==> src/rtl/led_scan_pkg.sv <==
package led_scan_pkg;
  localparam int MODE_W    = 2;
  localparam int GRID_W    = 3;
  localparam int MAX_GRIDS = 7;
  localparam int BASE_GRID = 4;   // grids scanned in mode 0
  localparam int SEG_MAIN  = 9;   // dedicated segment pins
  localparam int SHARED    = 3;   // pins that switch role
  localparam int SEG_TOTAL = SEG_MAIN + SHARED;
  localparam int ADDR_W    = GRID_W + 1;
  localparam int BYTE_W    = 8;

  typedef struct packed {
    logic              fetchLo;  // latch low byte of digit
    logic              fetchHi;  // latch high nibble of digit
    logic              lit;      // drive outputs this cycle
    logic [GRID_W-1:0] grid;     // zero-based grid index
    logic [MODE_W-1:0] mode;     // mode in effect
  } scan_ctl_t;
endpackage

==> src/rtl/scan_ctrl.sv <==
module scan_ctrl
  import led_scan_pkg::*;
#(
  parameter int TICK_DIV = 64,
  parameter int DIM_BITS = 3
) (
  input  logic              clk,
  input  logic              rstN,
  input  logic [MODE_W-1:0] modeSel,
  input  logic              dispOn,
  input  logic [DIM_BITS-1:0] dimLevel,
  output logic [ADDR_W-1:0] ramAddr,
  output scan_ctl_t         ctl
);
  localparam int TICK_W     = DIM_BITS + 1;
  localparam int SLOT_TICKS = 2 ** TICK_W;
  localparam int DIV_W      = (TICK_DIV > 2) ? $clog2(TICK_DIV) : 1;
  localparam logic [DIV_W-1:0]  DIV_LAST  = DIV_W'(TICK_DIV - 1);
  localparam logic [TICK_W-1:0] TICK_LAST = TICK_W'(SLOT_TICKS - 1);

  logic [DIV_W-1:0]  divCnt;
  logic [TICK_W-1:0] tickCnt;
  logic [GRID_W-1:0] gridIdx;
  logic [MODE_W-1:0] modeReg;
  logic [GRID_W-1:0] lastGrid;
  logic              tickEn;
  logic              modeChange;
  logic              inWindow;

  assign lastGrid   = GRID_W'(BASE_GRID - 1) + GRID_W'(modeReg);
  assign tickEn     = (divCnt == DIV_LAST);
  assign modeChange = (modeSel != modeReg);

  always_ff @(posedge clk) begin
    if (!rstN) begin
      divCnt  <= '0;
      tickCnt <= '0;
      gridIdx <= '0;
      modeReg <= '1;
    end else if (modeChange) begin
      modeReg <= modeSel;
      divCnt  <= '0;
      tickCnt <= '0;
      gridIdx <= '0;
    end else if (tickEn) begin
      divCnt  <= '0;
      tickCnt <= tickCnt + 1'b1;
      if (tickCnt == TICK_LAST)
        gridIdx <= (gridIdx == lastGrid) ? '0 : gridIdx + 1'b1;
    end else begin
      divCnt <= divCnt + 1'b1;
    end
  end

  assign inWindow = (tickCnt != '0) &&
                    ((tickCnt - 1'b1) <= {1'b0, dimLevel});

  always_comb begin
    ctl         = '0;
    ctl.fetchLo = (tickCnt == '0) && (divCnt == DIV_W'(0));
    ctl.fetchHi = (tickCnt == '0) && (divCnt == DIV_W'(1));
    ctl.lit     = dispOn && inWindow && rstN;
    ctl.grid    = gridIdx;
    ctl.mode    = modeReg;
  end

  assign ramAddr = {gridIdx, ctl.fetchHi};

  a_r3_grid_in_range: assert property (@(posedge clk) disable iff (!rstN)
    gridIdx <= lastGrid);
  a_r8_mode_restart: assert property (@(posedge clk) disable iff (!rstN)
    modeChange |=> (gridIdx == '0 && tickCnt == '0));
  a_r7_guard_dark: assert property (@(posedge clk) disable iff (!rstN)
    (tickCnt == '0) |-> !ctl.lit);
  a_r2_off_dark: assert property (@(posedge clk) disable iff (!rstN)
    !dispOn |-> !ctl.lit);
  a_r9_tick_step: assert property (@(posedge clk) disable iff (!rstN)
    (tickEn && !modeChange) |=> (tickCnt == $past(tickCnt) + 1'b1));
endmodule

==> src/rtl/scan_datapath.sv <==
module scan_datapath
  import led_scan_pkg::*;
(
  input  logic              clk,
  input  logic              rstN,
  input  scan_ctl_t         ctl,
  input  logic [BYTE_W-1:0] ramData,
  output logic [SEG_MAIN-1:0] segOut,
  output logic [SHARED-1:0] dualOut,
  output logic [BASE_GRID-1:0] gridOut
);
  logic [SEG_TOTAL-1:0] segLatch;
  logic [MAX_GRIDS-1:0] gridVec;
  logic [SHARED-1:0]    dualGridRole;

  always_ff @(posedge clk) begin
    if (!rstN) begin
      segLatch <= '0;
    end else begin
      if (ctl.fetchLo) segLatch[BYTE_W-1:0] <= ramData;
      if (ctl.fetchHi) segLatch[SEG_TOTAL-1:BYTE_W] <= ramData[SEG_TOTAL-BYTE_W-1:0];
    end
  end

  always_comb begin
    gridVec = '0;
    if (ctl.lit) gridVec[ctl.grid] = 1'b1;
  end

  assign gridOut = gridVec[BASE_GRID-1:0];
  assign segOut  = ctl.lit ? segLatch[SEG_MAIN-1:0] : '0;

  // Shared pin k: segment (SEG_MAIN+1+k) or grid (MAX_GRIDS-k);
  // it becomes a grid once the mode reaches SHARED-k.
  for (genvar k = 0; k < SHARED; k++) begin : g_shared
    localparam logic [MODE_W-1:0] GRID_MODE = MODE_W'(SHARED - k);
    always_comb begin
      dualGridRole[k] = (ctl.mode >= GRID_MODE);
      dualOut[k] = dualGridRole[k] ? gridVec[MAX_GRIDS-1-k]
                                   : (ctl.lit & segLatch[SEG_MAIN+k]);
    end
  end

  a_r4_one_grid: assert property (@(posedge clk) disable iff (!rstN)
    $onehot0({gridOut, dualOut & dualGridRole}));
  a_r4_seg_needs_grid: assert property (@(posedge clk) disable iff (!rstN)
    (|{segOut, dualOut & ~dualGridRole}) |-> (|{gridOut, dualOut & dualGridRole}));
  a_r5_hi_latch: assert property (@(posedge clk) disable iff (!rstN)
    ctl.fetchLo |=> $stable(segLatch[SEG_TOTAL-1:BYTE_W]));
endmodule

==> src/rtl/led_grid_scanner.sv <==
module led_grid_scanner
  import led_scan_pkg::*;
#(
  parameter int TICK_DIV = 64
) (
  input  logic       clk,
  input  logic       rstN,
  input  logic [1:0] modeSel,
  input  logic       dispOn,
  input  logic [2:0] dimLevel,
  output logic [3:0] ramAddr,
  input  logic [7:0] ramData,
  output logic [8:0] segOut,
  output logic [2:0] dualOut,
  output logic [3:0] gridOut
);
  scan_ctl_t ctl;

  scan_ctrl #(.TICK_DIV(TICK_DIV), .DIM_BITS(3)) u_ctrl (
    .clk(clk), .rstN(rstN), .modeSel(modeSel), .dispOn(dispOn),
    .dimLevel(dimLevel), .ramAddr(ramAddr), .ctl(ctl)
  );

  scan_datapath u_dp (
    .clk(clk), .rstN(rstN), .ctl(ctl), .ramData(ramData),
    .segOut(segOut), .dualOut(dualOut), .gridOut(gridOut)
  );
endmodule

==> config.mk <==
export PLATFORM = sky130hd
export DESIGN_NAME = led_grid_scanner
export DESIGN_NICKNAME = d
export VERILOG_FILES = /design/src/rtl/led_scan_pkg.sv /design/src/rtl/scan_ctrl.sv /design/src/rtl/scan_datapath.sv /design/src/rtl/led_grid_scanner.sv
export SDC_FILE = /design/constraint.sdc
export NUM_CORES = 1
export LEC_CHECK = 0
export ABC_AREA = 1
export BUFFER_PORTS_ARGS = -buffer_cell sky130_fd_sc_hd__buf_4
export CAP_MARGIN = 25
export CORE_AREA = 2 2 73 89
export DETAILED_ROUTE_END_ITERATION = 10
export DIE_AREA = 0 0 75 91
export PLACE_DENSITY = 0.58
export SLEW_MARGIN = 40
export SYNTH_ARGS = -nofsm -noshare
export SYNTH_HDL_FRONTEND = slang
export SYNTH_SLANG_ARGS = --single-unit
export TNS_END_PERCENT = 100
==> constraint.sdc <==
create_clock -name clk -period 3 [get_ports clk]
set_clock_uncertainty 0.2 [all_clocks]
set_input_delay 0.15 -clock clk [delete_from_list [all_inputs] [get_ports clk]]
set_output_delay 0.15 -clock clk [all_outputs]
set_load 0.01 [all_outputs]
Word level (Yosys, flattened, before mapping)
Index checks and enable logic that the tools add are counted. W data, S select, Z words.

Register bits after elaboration: 27. Bits in latches: 0. Bits in writable memories: 0. Bits in read-only memories: 0. Input port bits: 16. Output and inout port bits: 20. Logic and storage cells: 46. Memories kept: 0.

$add $sub $neg: 5. Multiply operators: 0. Divide/modulo/power cells: 0. Order comparisons: 6. Equality and inequality tests: 5. Shift-type cells: 0. Mux-type cells: 8. Bitwise operators: 4. Reduce and logical (&&, ||, !) cells: 12.

Operator list (count): $mux W9 (1); $mux W7 (1); $add A6 B1 Y6 const B (1); $eq A6 B1 Y1 const B (1); $eq A6 B6 Y1 const B (1); $logic_and A1 B1 Y1 (6); $logic_not A6 Y1 (1); $add A4 B1 Y4 const B (1); $eq A4 B4 Y1 const B (1); $ge A2 B2 Y1 const B (2); $le A4 B3 Y1 (1); $logic_not A4 Y1 (1); $lt A3 B4 Y1 const B (1); $mux W1 (4); $reduce_bool A4 Y1 (1); $sub A4 B1 Y4 const B (1); $add A2 B2 Y3 const A (1); $add A3 B1 Y3 const B (1); $and A1 B1 Y1 (3); $demux W1 S3 (1); $eq A3 B3 Y1 (1); $ge A3 B1 Y1 const B (1); $mux W3 (1); $reduce_or A3 Y1 (1); 5 further kinds (5).

Depth between registers and ports, before layout
Depth in word-level cells: 7. Depth in mapped cells: 12. Mapped depth without buffers: 11.

By module
Synthesis repeated with hierarchy kept, for this count alone.

Cell total of the unflattened synthesis: 232. Area total of the unflattened synthesis: 1592.8 um^2.

Modules (own cells, without submodules): scan_ctrl (times used 1, cells each 135, area each 994.7 um^2); scan_datapath (times used 1, cells each 97, area each 598.1 um^2).

Worst setup path after synthesis
No wires, ideal clock.

Path type: register -> output. Start point: register u_ctrl.tickCnt[0]. End point: output port gridOut[0]. Arrival time: 1.677 ns. Data required time: 2.650 ns. Slack: 0.973 ns. Cell stages (with the launch flop): 13. Path through: dfxtp_1 -> inv_1 -> ha_1 -> inv_1 -> ha_1 -> inv_1 -> o21bai_1 -> nand2_1 -> nand2_1 -> nand2_1 -> nand2_2 -> buf_6 -> nor2_2.

Cells in the longest elaborated chain, start to end: 6.

Ends and longest elaborated chain: start, declared (line scan_ctrl.sv:22) `logic [TICK_W-1:0] tickCnt;`; start signal, assigned (line scan_ctrl.sv:47) `tickCnt <= tickCnt + 1'b1;`; $sub A4 B1 Y4 (line scan_ctrl.sv:56) `((tickCnt - 1'b1) <= {1'b0, dimLevel});`; $le A4 B3 Y1 (line scan_ctrl.sv:56); $logic_and A1 B1 Y1 * (line scan_ctrl.sv:55) `assign inWindow = (tickCnt != '0) &&`; $logic_and A1 B1 Y1 * (2 in a row) (line scan_ctrl.sv:62) `ctl.lit = dispOn && inWindow && rstN;`; $mux W7 * (line scan_datapath.sv:27) `if (ctl.lit) gridVec[ctl.grid] = 1'b1;`; end, declared (line led_grid_scanner.sv:15) `output logic [3:0] gridOut`.

Mark *: on every way between the ends. The rest lies on a longest branch, timed or not.

Final worst setup path
Start point: register u_ctrl.tickCnt[0]. End point: output port dualOut[2].

Cells in the longest elaborated chain, start to end: 7.

Ends and longest elaborated chain: $sub A4 B1 Y4 (line scan_ctrl.sv:56); $le A4 B3 Y1 (line scan_ctrl.sv:56); $logic_and A1 B1 Y1 * (line scan_ctrl.sv:55); $logic_and A1 B1 Y1 * (2 in a row) (line scan_ctrl.sv:62); $and A1 B1 Y1 or $mux W7 (tied branches) (line scan_datapath.sv:40, scan_datapath.sv:27); $mux W1 * (line scan_datapath.sv:39) `dualOut[k] = dualGridRole[k] ? gridVec[MAX_GRIDS-1-k]`; end, declared (line led_grid_scanner.sv:14) `output logic [2:0] dualOut,`.

Marked as above.

==> out/metrics.cfg <==
[clock_network]
clk_pin_slew_worst_paths_ns = 0.10
ctsResizeCount = 0
cts.sinks = 27
h-tree-depth = 1
cts_root_buffer = clkbuf_8
cts_buffers = 3
cts_tree = done
cts_setup_buffers = 0
ctsLongestPathBuffers = 2
hold_buffers = 17
clk_latency_ns = 0.27

[detailed_routing]
finalWirelength_um = 3578
drc = 0
dr.pass1.iters = 4
via_per_inst = 4.143
drt.antenna.violating_nets = 0
vias = 1595
drt_iter0_markers = 44
routedWlPerCell_um = 9.294

[place]
dp_cells = 364
dp_hpwl_um = 2662
gp_congestion = 0.7934
post-place-ws_ns = 0.6357
numPortBuffers = 35

[setup_path]
critPathCaptureType = primary output
path_max_fanout = 16
ff2ff_setup_slack_ns = 0.82
required_ns = 2.65
critPathArrivalTime_ns = 2.32
critPathKind = reg -> out
crit_path_start_kind = flop

[global_routing]
grt_start_max_net_pins = 17
grt_pass1_vias = 1474
grt_pass1_wl_um = 6258
grt_usage = 0.1145
antenna_found_initial = 0
gr-total-overflow = 0

[yosys]
async_flop_share = 0
yosys-top-cells-area = dfxtp_1 (31%), nand2_1 (13%), nor2_1 (10%)
synth_seq_cells = 27
synth_edf_count = 0
syn-instance-count = 256
synth_ff_type = dfxtp_1
syn_nets = 285
postSynthAreaPerCell_um2 = 6.755
synth_top_area_cell = dfxtp_1
synth_top_area_share = 0.3126
synth.yosys.warnings = 0
ys_seq_area_frac = 0.3126
netlist_area_um2 = 1729
synth_cell_type_count = 28

[sta]
slew_viol_final = 0
fin_crit_sh = 0.8890
slew_headroom = 0.7268
final.min_clock_period_ns = 2.667
fin_tns_setup_ns = 0
setup_violations = 0
rsz0062_at_grt = no
finalHoldViolCount = 0
fin_ws_ns = 0.3330
hold_slack_ns = 0.007082
worst_pin_slew_ns = 0.4083
fmax_ghz = 0.3749

[run]
maxCapViolations = 0

[cells_and_area]
syn2layout_area_growth_pct = 30.46
antennaDiodeCount = 0
nets = 333
layout-drive-gt1-share = 0.1980
final_cells = 385

[worst_hold_path]
min_path_type = in -> reg

[floorplan]
fp-row-count = 31
start_util = 0.2914
die-area_um2 = 6825
die_x_um = 75
core_area_um2 = 5934
dieHeight_um = 91
ios = 36

[power]
p_leak_nw = 1.063
pwr_density_cell_nw_per_um2 = 313.4
irDropWorstVdd_mv = 0.1507

[run_status]
status = completed

-- worst max-delay path, stage by stage, from the launching register on --
cell      delay [ns]
dfxtp_1         0.40
inv_1           0.11
ha_1            0.31
inv_1           0.05
ha_1            0.28
inv_1           0.04
o21bai_1        0.11
nand2_1         0.06
nand2_1         0.05
nand2_1         0.06
nand2_2         0.32
nor2_1          0.09
buf_4           0.16
-- cells by family after synthesis --
logic type / Yosys count / share of synthesized area
adder cells (fa/ha/maj): 13 / 0.09407
flip-flops: 27 / 0.3126
AO/OA/AOI/OAI: 13 / 0.04559
multiplexers: 1 / 0.005789
buffers and inverters: 49 / 0.1201
XOR/XNOR: 2 / 0.01013
AND/OR/NAND/NOR: 151 / 0.4117
-- flip-flops by register name, summed over array words and instances (netlist names) --
| name | flops |
|---|---|
| u_dp.segLatch | 12 |
| u_ctrl.divCnt | 6 |
| u_ctrl.tickCnt | 4 |
| u_ctrl.gridIdx | 3 |
| u_ctrl.modeReg | 2 |
-- path summary, 6_finish.rpt --
| kind | startpoint | end | cells after the start |
|---|---|---|---|
| worst min-delay path | ramData[6] | u_dp.segLatch[6] | 4 |
| worst min register to register | u_dp.segLatch[3] | u_dp.segLatch[3] | 2 |
| worst max-delay path | u_ctrl.tickCnt[0] | dualOut[2] | 12 |
| worst max register to register | u_ctrl.tickCnt[0] | u_dp.segLatch[11] | 8 |
-- layer usage --
layer	wire (um)	vias up	global-route usage	share of wire
met5	0	-	0	0
met4	31	0	0.04018	0.0087
met3	127	2	0.01998	0.035
met2	1706	23	0.1893	0.48
met1	1712	703	0.1460	0.48
li1	-	867	-	-
-- report_power, final --
| group | switching [mW] | leakage [nW] | internal (mW) |
|---|---|---|---|
| Clock | 0.121 | 0.0217 | 0.0943 |
| Combinational | 0.0518 | 0.820 | 0.0572 |
| Sequential | 0.00878 | 0.221 | 0.374 |
-- cell usage in the layout (no fill, tap or decap), drive strengths merged --
master       synthesis  final
nand2               63     63
nor2                60     60
inv                 40     40
buf                  5     35
dfxtp               27     27
dlygate4sd3          0     17
ha                  13     13
nand3               12     12
nand3b               9      9
a21oi                8      8
nor3                 4      4
clkbuf               4      3
o21ai                3      3
xor2                 2      2
o21bai               1      1
a41oi                1      1
mux2i                1      1
nor3b                1      1
or2                  1      1
nand4                1      1
clkinvlp             0      1
-- final cells by class --
class                           instances  area [um2]
Clock inverter                          1       7.507
Sequential cell                        27       540.5
Timing Repair Buffer                   52       432.9
Multi-Input combinational cell        180       980.9
Fill cell                             647        3679
Inverter                               40       150.1
Clock buffer                            3       41.29
Tap cell                               82       102.6
-- per-stage QoR --
step                utilization  power, mW  cell area [um2]
global placement         0.3432     0.4809             2037
floorplan                     -     0.4519             1729
global route             0.3801     0.7535             2256
finish                   0.3801     0.7070             2256
CTS                      0.3801     0.7175             2256
detailed placement       0.3432     0.4822             2037
-- Yosys cell counts, types with 2 or more instances --
cell,number
nand3b_1,9
nand2_1,60
buf_4,4
nand3_1,12
nor2_1,46
xor2_1,2
dfxtp_1,27
inv_1,40
o21ai_0,2
nor2_2,12
clkbuf_1,3
nor3_1,4
ha_1,13
nand2_4,2
a21oi_1,7
Note: power is estimated with default switching activity, not from simulation.
